File: src/rtl/dma_out_pkg.sv
package dma_out_pkg;
  localparam int WORD_W       = 32;
  localparam int WORD_BYTES   = 4;
  localparam int DESC_WORDS   = 4;
  localparam int IX_NEXT      = 0;
  localparam int IX_BUF       = 1;
  localparam int IX_CTRL      = 2;
  localparam int IX_AFTER     = 3;
  localparam int CB_EOL       = 0;
  localparam int CB_OEOP      = 3;
  localparam int CB_INTR      = 4;
  localparam int CTX_DIS_BIT  = 15;
  localparam int CTX_CTRL_OFS = 4;

  typedef logic [WORD_W-1:0] word_t;

  typedef enum logic [3:0] {
    S_IDLE, S_LOAD, S_CHECK, S_RDW, S_GAP, S_DONE, S_WB, S_CTX_RD, S_CTX_WR
  } chan_state_t;

  typedef enum logic [1:0] {MS_IDLE, MS_REQ, MS_WAIT} mem_state_t;
endpackage

File: src/rtl/dma_mem_seq.sv
module dma_mem_seq
  import dma_out_pkg::*;
(
  input  logic  clk,
  input  logic  rst,
  input  logic  go,
  input  logic  we,
  input  word_t addr,
  input  word_t wdata,
  output logic  done,
  output word_t rdata,
  output logic  mem_req,
  output logic  mem_we,
  output word_t mem_addr,
  output word_t mem_wdata,
  input  logic  mem_ready,
  input  logic  mem_rvalid,
  input  word_t mem_rdata
);
  mem_state_t ms;

  always_ff @(posedge clk) begin
    if (rst) begin
      ms        <= MS_IDLE;
      mem_req   <= 1'b0;
      mem_we    <= 1'b0;
      mem_addr  <= '0;
      mem_wdata <= '0;
      done      <= 1'b0;
      rdata     <= '0;
    end else begin
      done <= 1'b0;
      case (ms)
        MS_IDLE: if (go) begin
          mem_req   <= 1'b1;
          mem_we    <= we;
          mem_addr  <= addr;
          mem_wdata <= wdata;
          ms        <= MS_REQ;
        end
        MS_REQ: if (mem_ready) begin
          mem_req <= 1'b0;
          if (mem_we) begin
            done <= 1'b1;
            ms   <= MS_IDLE;
          end else begin
            ms <= MS_WAIT;
          end
        end
        MS_WAIT: if (mem_rvalid) begin
          rdata <= mem_rdata;
          done  <= 1'b1;
          ms    <= MS_IDLE;
        end
        default: ms <= MS_IDLE;
      endcase
    end
  end

  AST_REQ_HOLD: assert property (@(posedge clk) disable iff (rst)
    mem_req && !mem_ready |=> mem_req && $stable(mem_addr) && $stable(mem_we) && $stable(mem_wdata));
  AST_GO_WHEN_FREE: assert property (@(posedge clk) disable iff (rst)
    go |-> (ms == MS_IDLE) && !mem_req);
endmodule

File: src/rtl/dma_stream_reg.sv
module dma_stream_reg
  import dma_out_pkg::*;
(
  input  logic  clk,
  input  logic  rst,
  input  logic  load,
  input  word_t ld_data,
  input  logic  ld_last,
  output logic  free,
  output logic  st_valid,
  output word_t st_data,
  output logic  st_last,
  input  logic  st_ready
);
  always_ff @(posedge clk) begin
    if (rst) begin
      st_valid <= 1'b0;
      st_data  <= '0;
      st_last  <= 1'b0;
    end else if (load) begin
      st_valid <= 1'b1;
      st_data  <= ld_data;
      st_last  <= ld_last;
    end else if (st_ready) begin
      st_valid <= 1'b0;
      st_last  <= 1'b0;
    end
  end

  assign free = !st_valid;

  AST_STREAM_HOLD: assert property (@(posedge clk) disable iff (rst)
    st_valid && !st_ready |=> st_valid && $stable(st_data) && $stable(st_last));
  AST_LAST_WITH_VALID: assert property (@(posedge clk) disable iff (rst)
    st_last |-> st_valid);
endmodule

File: src/rtl/dma_burst_ctr.sv
module dma_burst_ctr #(
  parameter int LIMIT = 512
) (
  input  logic clk,
  input  logic rst,
  input  logic clr,
  input  logic inc,
  output logic at_limit
);
  localparam int CW = $clog2(LIMIT + 1);
  logic [CW-1:0] cnt;

  always_ff @(posedge clk) begin
    if (rst || clr) cnt <= '0;
    else if (inc)   cnt <= cnt + 1'b1;
  end

  assign at_limit = (cnt == CW'(LIMIT));
endmodule

File: src/rtl/dma_out_chan.sv
module dma_out_chan
  import dma_out_pkg::*;
#(
  parameter int BURST_BYTES = 2048
) (
  input  logic        clk,
  input  logic        rst,
  input  logic        start,
  input  logic [31:0] first_desc,
  input  logic [31:0] ctx_desc,
  output logic        busy,
  output logic        eol_flag,
  output logic        irq_data,
  output logic [31:0] desc_ptr,
  output logic        mem_req,
  output logic        mem_we,
  output logic [31:0] mem_addr,
  output logic [31:0] mem_wdata,
  input  logic        mem_ready,
  input  logic        mem_rvalid,
  input  logic [31:0] mem_rdata,
  output logic        st_valid,
  output logic [31:0] st_data,
  output logic        st_last,
  input  logic        st_ready
);
  localparam int BURST_WORDS = BURST_BYTES / WORD_BYTES;
  localparam int IDX_W       = $clog2(DESC_WORDS);

  chan_state_t      state;
  logic             pend, busy_q, eol_q, irq_q;
  logic [IDX_W-1:0] widx;
  word_t            desc_q [DESC_WORDS];
  word_t            dptr_q, ctx_q, sbuf_q, ctx_word_q;

  logic  mem_go, mem_wr, mem_done;
  word_t go_addr, go_wdata, seq_rdata;
  logic  st_load, st_ld_last, st_free;
  logic  burst_clr, burst_inc, at_limit;
  logic  buf_done, last_idx;
  word_t sbuf_next;

  assign buf_done  = (sbuf_q == desc_q[IX_AFTER]);
  assign last_idx  = (widx == IDX_W'(DESC_WORDS - 1));
  assign sbuf_next = sbuf_q + word_t'(WORD_BYTES);

  always_comb begin
    mem_go   = 1'b0;
    mem_wr   = 1'b0;
    go_addr  = '0;
    go_wdata = '0;
    case (state)
      S_LOAD: begin
        mem_go  = !pend;
        go_addr = dptr_q + (word_t'(widx) << 2);
      end
      S_RDW: begin
        mem_go  = !pend;
        go_addr = sbuf_q;
      end
      S_WB: begin
        mem_go   = !pend;
        mem_wr   = 1'b1;
        go_addr  = dptr_q + (word_t'(widx) << 2);
        go_wdata = desc_q[widx];
      end
      S_CTX_RD: begin
        mem_go  = !pend;
        go_addr = ctx_q + word_t'(CTX_CTRL_OFS);
      end
      S_CTX_WR: begin
        mem_go   = !pend;
        mem_wr   = 1'b1;
        go_addr  = ctx_q + word_t'(CTX_CTRL_OFS);
        go_wdata = ctx_word_q | (word_t'(1) << CTX_DIS_BIT);
      end
      default: ;
    endcase
  end

  assign st_load    = (state == S_RDW) && mem_done;
  assign st_ld_last = (sbuf_next == desc_q[IX_AFTER]) && desc_q[IX_CTRL][CB_OEOP];
  assign burst_inc  = st_load;
  assign burst_clr  = ((state == S_LOAD) && mem_done) ||
                      ((state == S_CHECK) && !buf_done && at_limit);

  always_ff @(posedge clk) begin
    if (rst) begin
      state      <= S_IDLE;
      pend       <= 1'b0;
      busy_q     <= 1'b0;
      eol_q      <= 1'b0;
      irq_q      <= 1'b0;
      widx       <= '0;
      dptr_q     <= '0;
      ctx_q      <= '0;
      sbuf_q     <= '0;
      ctx_word_q <= '0;
      for (int k = 0; k < DESC_WORDS; k++) desc_q[k] <= '0;
    end else begin
      irq_q <= 1'b0;
      if (mem_go)        pend <= 1'b1;
      else if (mem_done) pend <= 1'b0;
      case (state)
        S_IDLE: if (start) begin
          eol_q  <= 1'b0;
          busy_q <= 1'b1;
          dptr_q <= first_desc;
          ctx_q  <= ctx_desc;
          widx   <= '0;
          state  <= S_LOAD;
        end
        S_LOAD: if (mem_done) begin
          desc_q[widx] <= seq_rdata;
          if (last_idx) begin
            sbuf_q <= desc_q[IX_BUF];
            state  <= S_CHECK;
          end else begin
            widx <= widx + 1'b1;
          end
        end
        S_CHECK: begin
          if (buf_done)      state <= S_DONE;
          else if (at_limit) state <= S_GAP;
          else if (st_free)  state <= S_RDW;
        end
        S_RDW: if (mem_done) begin
          sbuf_q <= sbuf_next;
          state  <= S_CHECK;
        end
        S_GAP: state <= S_CHECK;
        S_DONE: begin
          irq_q <= desc_q[IX_CTRL][CB_INTR];
          widx  <= '0;
          state <= S_WB;
        end
        S_WB: if (mem_done) begin
          if (!last_idx) begin
            widx <= widx + 1'b1;
          end else if (desc_q[IX_CTRL][CB_EOL]) begin
            state <= S_CTX_RD;
          end else begin
            dptr_q <= desc_q[IX_NEXT];
            widx   <= '0;
            state  <= S_LOAD;
          end
        end
        S_CTX_RD: if (mem_done) begin
          ctx_word_q <= seq_rdata;
          state      <= S_CTX_WR;
        end
        S_CTX_WR: if (mem_done) begin
          eol_q  <= 1'b1;
          busy_q <= 1'b0;
          state  <= S_IDLE;
        end
        default: state <= S_IDLE;
      endcase
    end
  end

  dma_mem_seq u_mem (
    .clk(clk), .rst(rst), .go(mem_go), .we(mem_wr), .addr(go_addr), .wdata(go_wdata),
    .done(mem_done), .rdata(seq_rdata),
    .mem_req(mem_req), .mem_we(mem_we), .mem_addr(mem_addr), .mem_wdata(mem_wdata),
    .mem_ready(mem_ready), .mem_rvalid(mem_rvalid), .mem_rdata(mem_rdata)
  );

  dma_stream_reg u_stream (
    .clk(clk), .rst(rst), .load(st_load), .ld_data(seq_rdata), .ld_last(st_ld_last),
    .free(st_free), .st_valid(st_valid), .st_data(st_data), .st_last(st_last),
    .st_ready(st_ready)
  );

  dma_burst_ctr #(.LIMIT(BURST_WORDS)) u_burst (
    .clk(clk), .rst(rst), .clr(burst_clr), .inc(burst_inc), .at_limit(at_limit)
  );

  assign busy     = busy_q;
  assign eol_flag = eol_q;
  assign irq_data = irq_q;
  assign desc_ptr = dptr_q;

  AST_RESET_QUIET: assert property (@(posedge clk) disable iff (rst)
    $past(rst) |-> !busy && !eol_flag && !irq_data && !mem_req && !st_valid);
  AST_IRQ_PULSE: assert property (@(posedge clk) disable iff (rst)
    irq_data |=> !irq_data);
  AST_EOL_IDLE: assert property (@(posedge clk) disable iff (rst)
    eol_flag |-> !busy);
  AST_NO_REQ_IDLE: assert property (@(posedge clk) disable iff (rst)
    !busy |-> !mem_req);
endmodule

File: config.mk
export PLATFORM = sky130hd
export DESIGN_NAME = dma_out_chan
export DESIGN_NICKNAME = d
export VERILOG_FILES = /design/src/rtl/dma_out_pkg.sv /design/src/rtl/dma_mem_seq.sv /design/src/rtl/dma_stream_reg.sv /design/src/rtl/dma_burst_ctr.sv /design/src/rtl/dma_out_chan.sv
export SDC_FILE = /design/constraint.sdc
export NUM_CORES = 1
export LEC_CHECK = 0
export BUFFER_PORTS_ARGS = -buffer_cell sky130_fd_sc_hd__clkbuf_2
export CAP_MARGIN = 0
export CORE_MARGIN = 1
export CORE_UTILIZATION = 55
export CTS_BUF_LIST = sky130_fd_sc_hd__clkbuf_16
export DETAILED_ROUTE_END_ITERATION = 10
export PLACE_DENSITY = 0.77
export SLEW_MARGIN = 20
export SYNTH_ARGS = -nofsm -noshare
export SYNTH_HDL_FRONTEND = slang
export SYNTH_HIERARCHICAL = 1
export SYNTH_SLANG_ARGS = --single-unit
File: constraint.sdc
create_clock -name clk -period 2.8 [get_ports clk]
set_input_delay 0.14 -clock clk [delete_from_list [all_inputs] [get_ports clk]]
set_output_delay 0.14 -clock clk [all_outputs]
set_load 0.05 [all_outputs]
==> metrics.csv <==
stage,metric,value,unit
timing,worstMarginPinSlew,845,ps
clock_tree,cts_root_buffer,sky130_fd_sc_hd__clkbuf_16,
finish,filler_cell_count,2674,
timing,report.final.setup_viol,0,
route,detail_route.drc_violations,0,
logic_synthesis,yosysWarnings,6,
worst_setup_path,crit_path_cell_trace,"nor2b_1, nor2_1, o22a_1, nor2_1, and2_2, buf_12, nand2_1, a21oi_1",
finish,final_layout_size_suffix_gt1_frac,0.184,
flow_run,max_cap_viol_count,0,
logic_synthesis,synth-seq-area-share,0.483,
die,top_level_ports,237,
logic_synthesis,synth-seq-cells,412,
pwr,p_leak,0.00903,uW
route,maxUsedRoutingLayer,met5,
place,dpl.hpwl,41.5,mm
worst_setup_path,worstReg2RegStart,state[0],
clock_tree,insertion_delay,590,ps
route,avgViaCountPerCell,5.94,
worst_setup_path,worstSetupPathType,flop to flop,
logic_synthesis,yosys.area.top_type_share,0.288,
logic_synthesis,number_of_instances_in_the_synthesized_netlist,2129,
logic_synthesis,synth_flop_cell,sky130_fd_sc_hd__dfxtp_1,
global_route,grt_antenna_before_repair,2,
route,routedLengthMet1,26.9,mm
worst_setup_path,cell_family_with_most_cp_delay,simple AND/OR/NAND/NOR gates,
timing,max_freq,0.379,GHz
clock_tree,clock-sinks,412,
global_route,globalRouteTotalUtil,0.335,
logic_synthesis,post_synth_num_cell_types,74,
clock_tree,cts.htree.levels,2,
logic_synthesis,synthMostInstantiatedCell,sky130_fd_sc_hd__nand2_1,
worst_setup_path,slowest_delay,500,ps
clock_tree,cts.clk_slew.worst_paths,70,ps
timing,hold_violations,0,
worst_setup_path,crit_path_end_kind,flop,
place,post_dp_cell_area,21600,sq um
worst_setup_path,crit_path_top_delay_cell,sky130_fd_sc_hd__dfxtp_1,
logic_synthesis,mappedNetlistNets,2243,
timing,rsz0062_at_grt,no,
worst_setup_path,crit_path_max_fo,65,
finish,final_net_count,2546,
timing,finalSetupTns,0,ps
timing,period_share,0.942,
route,postRouteWirelength,61.2,mm
worst_setup_path,arrival,3150,ps
worst_setup_path,most_frequent_cell_on_the_critical_path,sky130_fd_sc_hd__nor2_1,
finish,regArea,9530,sq um
clock_tree,tritoncts_clock_tree,built,
finish,area_growth_syn_to_layout,21.5,%
pwr,power_per_cell_area,687,nW/um^2
worst_setup_path,buffers_plus_inverters_on_the_worst_setup_path,1,
timing,fin_worst_skew,23.8,ps
clock_tree,max-clock-path-buffers,3,
timing,number_of_pins_with_negative_max_slew_slack_in_the_final_report,0,
route,dr_total_vias,17353,
pwr,peakVddDrop,0.000501,V
die,start_util,0.565,
route,detailedRoute.firstPassIterationCount,6,
route,ant_nets,0,
route,avgRoutedWirePerCell,20.9,microns
global_route,grt_pass1_wl,94.5,mm
worst_hold_path,hold_path_class,input port to flop,
route,wl_met3,6.41,mm
die,die_area,36600,sq um
place,gp_weighted_congestion,0.940,
logic_synthesis,synth_edf_count,128,
worst_setup_path,start_kind,flop,
finish,multi_input_comb_area,9450,sq um
route,drt_first_iter_violations,1783,
outcome,status,"finished, final reports clean",
logic_synthesis,synth.area.top_cells,"sky130_fd_sc_hd__dfxtp_1 (29%), sky130_fd_sc_hd__edfxtp_1 (19%), sky130_fd_sc_hd__nand2_1 (7.7%)",
logic_synthesis,async_reset_ff_frac,0,
worst_setup_path,crit_path_from,state[0],
clock_tree,number_of_cts_inserted_buffers,44,
route,routed-wl-met2,26.2,mm
die,core_area,34900,sq um
die,std_cell_rows,68,
timing,relSlewSlack,0.437,
logic_synthesis,synth.top_cells.by_count,"sky130_fd_sc_hd__nand2_1 (406), sky130_fd_sc_hd__dfxtp_1 (284), sky130_fd_sc_hd__a21oi_1 (221)",
timing,final_critical_period,2640,ps
logic_synthesis,post_synth.cell_area_avg,9.26,sq um
global_route,grt_pass1_vias,16308,
finish,insertedDiodeCount,0,
die,dieHeight,191,microns
place,io_buffers,236,
worst_hold_path,hp-start,first_desc[4],
global_route,overflow,0,
finish,postLayoutCellArea,24000,sq um
global_route,grt_start_max_net_pins,109,
worst_setup_path,required,3310,ps
die,die_w,191,microns
logic_synthesis,post-synth-top-area-cell,sky130_fd_sc_hd__dfxtp_1,
logic_synthesis,cell_area_after_synthesis,19700,sq um
==> repair_timing <==
item,in CTS,in global routing
gates resized for setup,0,2
endpoints found under the setup margin,0,1
endpoints found under the hold margin,90,0
buffers inserted,0,0
hold buffers,92,0
==> where the power goes <==
group / total [uW] / switching [uW] / internal (uW)
Clock: 5700 / 2520 / 3180
Sequential: 7040 / 517 / 6520
Combinational: 3720 / 2500 / 1220
Total: 16500 / 5540 / 10900
==> per-stage QoR <==
stage | util | setup slack, ps | power [uW] | hold slack [ps] | instances
after global routing | 0.687 | 24.8 | 17100 | 58.9 | 2922
final | 0.687 | 163 | 16500 | 26.8 | 2922
after CTS | 0.686 | 184 | 16400 | 4.62 | 2922
after global placement | 0.620 | 242 | 10600 | 362 | 2749
after detailed placement | 0.620 | 223 | 10700 | 368 | 2749
after floorplan | - | 150 | 9550 | 276 | 2129
==> path summary, 6_finish.rpt <==
check,endpoint,slack [ps],cells after the start
worst min register to register,ctx_word_q[18],450,2
worst min-delay path,desc_ptr[4],30,3
worst max-delay path,u_mem/mem_addr[10],160,8
worst max register to register,u_mem/mem_addr[10],160,8
==> worst reg2reg max path, stage by stage, from the launching register on <==
cell	delay (ps)
sky130_fd_sc_hd__dfxtp_1	500
sky130_fd_sc_hd__nor2b_1	430
sky130_fd_sc_hd__nor2_1	90
sky130_fd_sc_hd__o22a_1	280
sky130_fd_sc_hd__nor2_1	360
sky130_fd_sc_hd__and2_2	250
sky130_fd_sc_hd__buf_12	250
sky130_fd_sc_hd__nand2_1	260
sky130_fd_sc_hd__a21oi_1	140
==> final cells by class <==
cell class                      count  area share
Sequential cell                   412       0.398
Clock inverter                     37      0.0127
Clock buffer                       44      0.0460
Timing Repair Buffer              412       0.121
Tap cell                          455      0.0238
Multi-Input combinational cell   1539       0.395
Inverter                           23     0.00360
==> registers in the layout, summed over array words and instances, names as in the netlist, 2 cells and up, named ones only <==
| name | flops |
|---|---|
| desc_q | 128 |
| ctx_q | 32 |
| desc_ptr | 32 |
| sbuf_q | 32 |
| u_mem/mem_addr | 32 |
| u_mem/mem_wdata | 32 |
| u_mem/rdata | 32 |
| u_stream/st_data | 32 |
| ctx_word_q | 31 |
| u_burst/cnt | 10 |
| state | 4 |
| u_mem/ms | 2 |
| widx | 2 |
==> kinds of logic after synthesis <==
kind of cell,Yosys count,share of synthesized area
AO/OA/AOI/OAI,433,0.134
XOR/XNOR,106,0.0471
adder cells (fa/ha/maj),12,0.00800
buffers and inverters,178,0.0395
flip-flops,412,0.483
multiplexers,103,0.0727
AND/OR/NAND/NOR,885,0.215
==> placed cells by master (no fill, tap or decap), drive strengths merged, types with 15 or more instances in the layout <==
master,count
and2,137
edfxtp,128
nand4,29
dlygate4sd3,92
nand3,42
xnor2,40
and3,18
a22oi,24
nor4,17
mux4,32
a22o,31
a211oi,40
buf,84
clkinv,18
nor2,148
inv,35
mux2i,69
xor2,66
nor3,19
o21ai,59
clkbuf,280
o221ai,15
dfxtp,284
nand2,406
a21oi,221
==> routing by layer <==
layer / global-route usage / vias to the layer above
li1: - / 8082
met1: 0.492 / 8263
met2: 0.496 / 912
met3: 0.0595 / 92
met4: 0.113 / 4
met5: 0 / -
(Power assumes the default switching activity.)
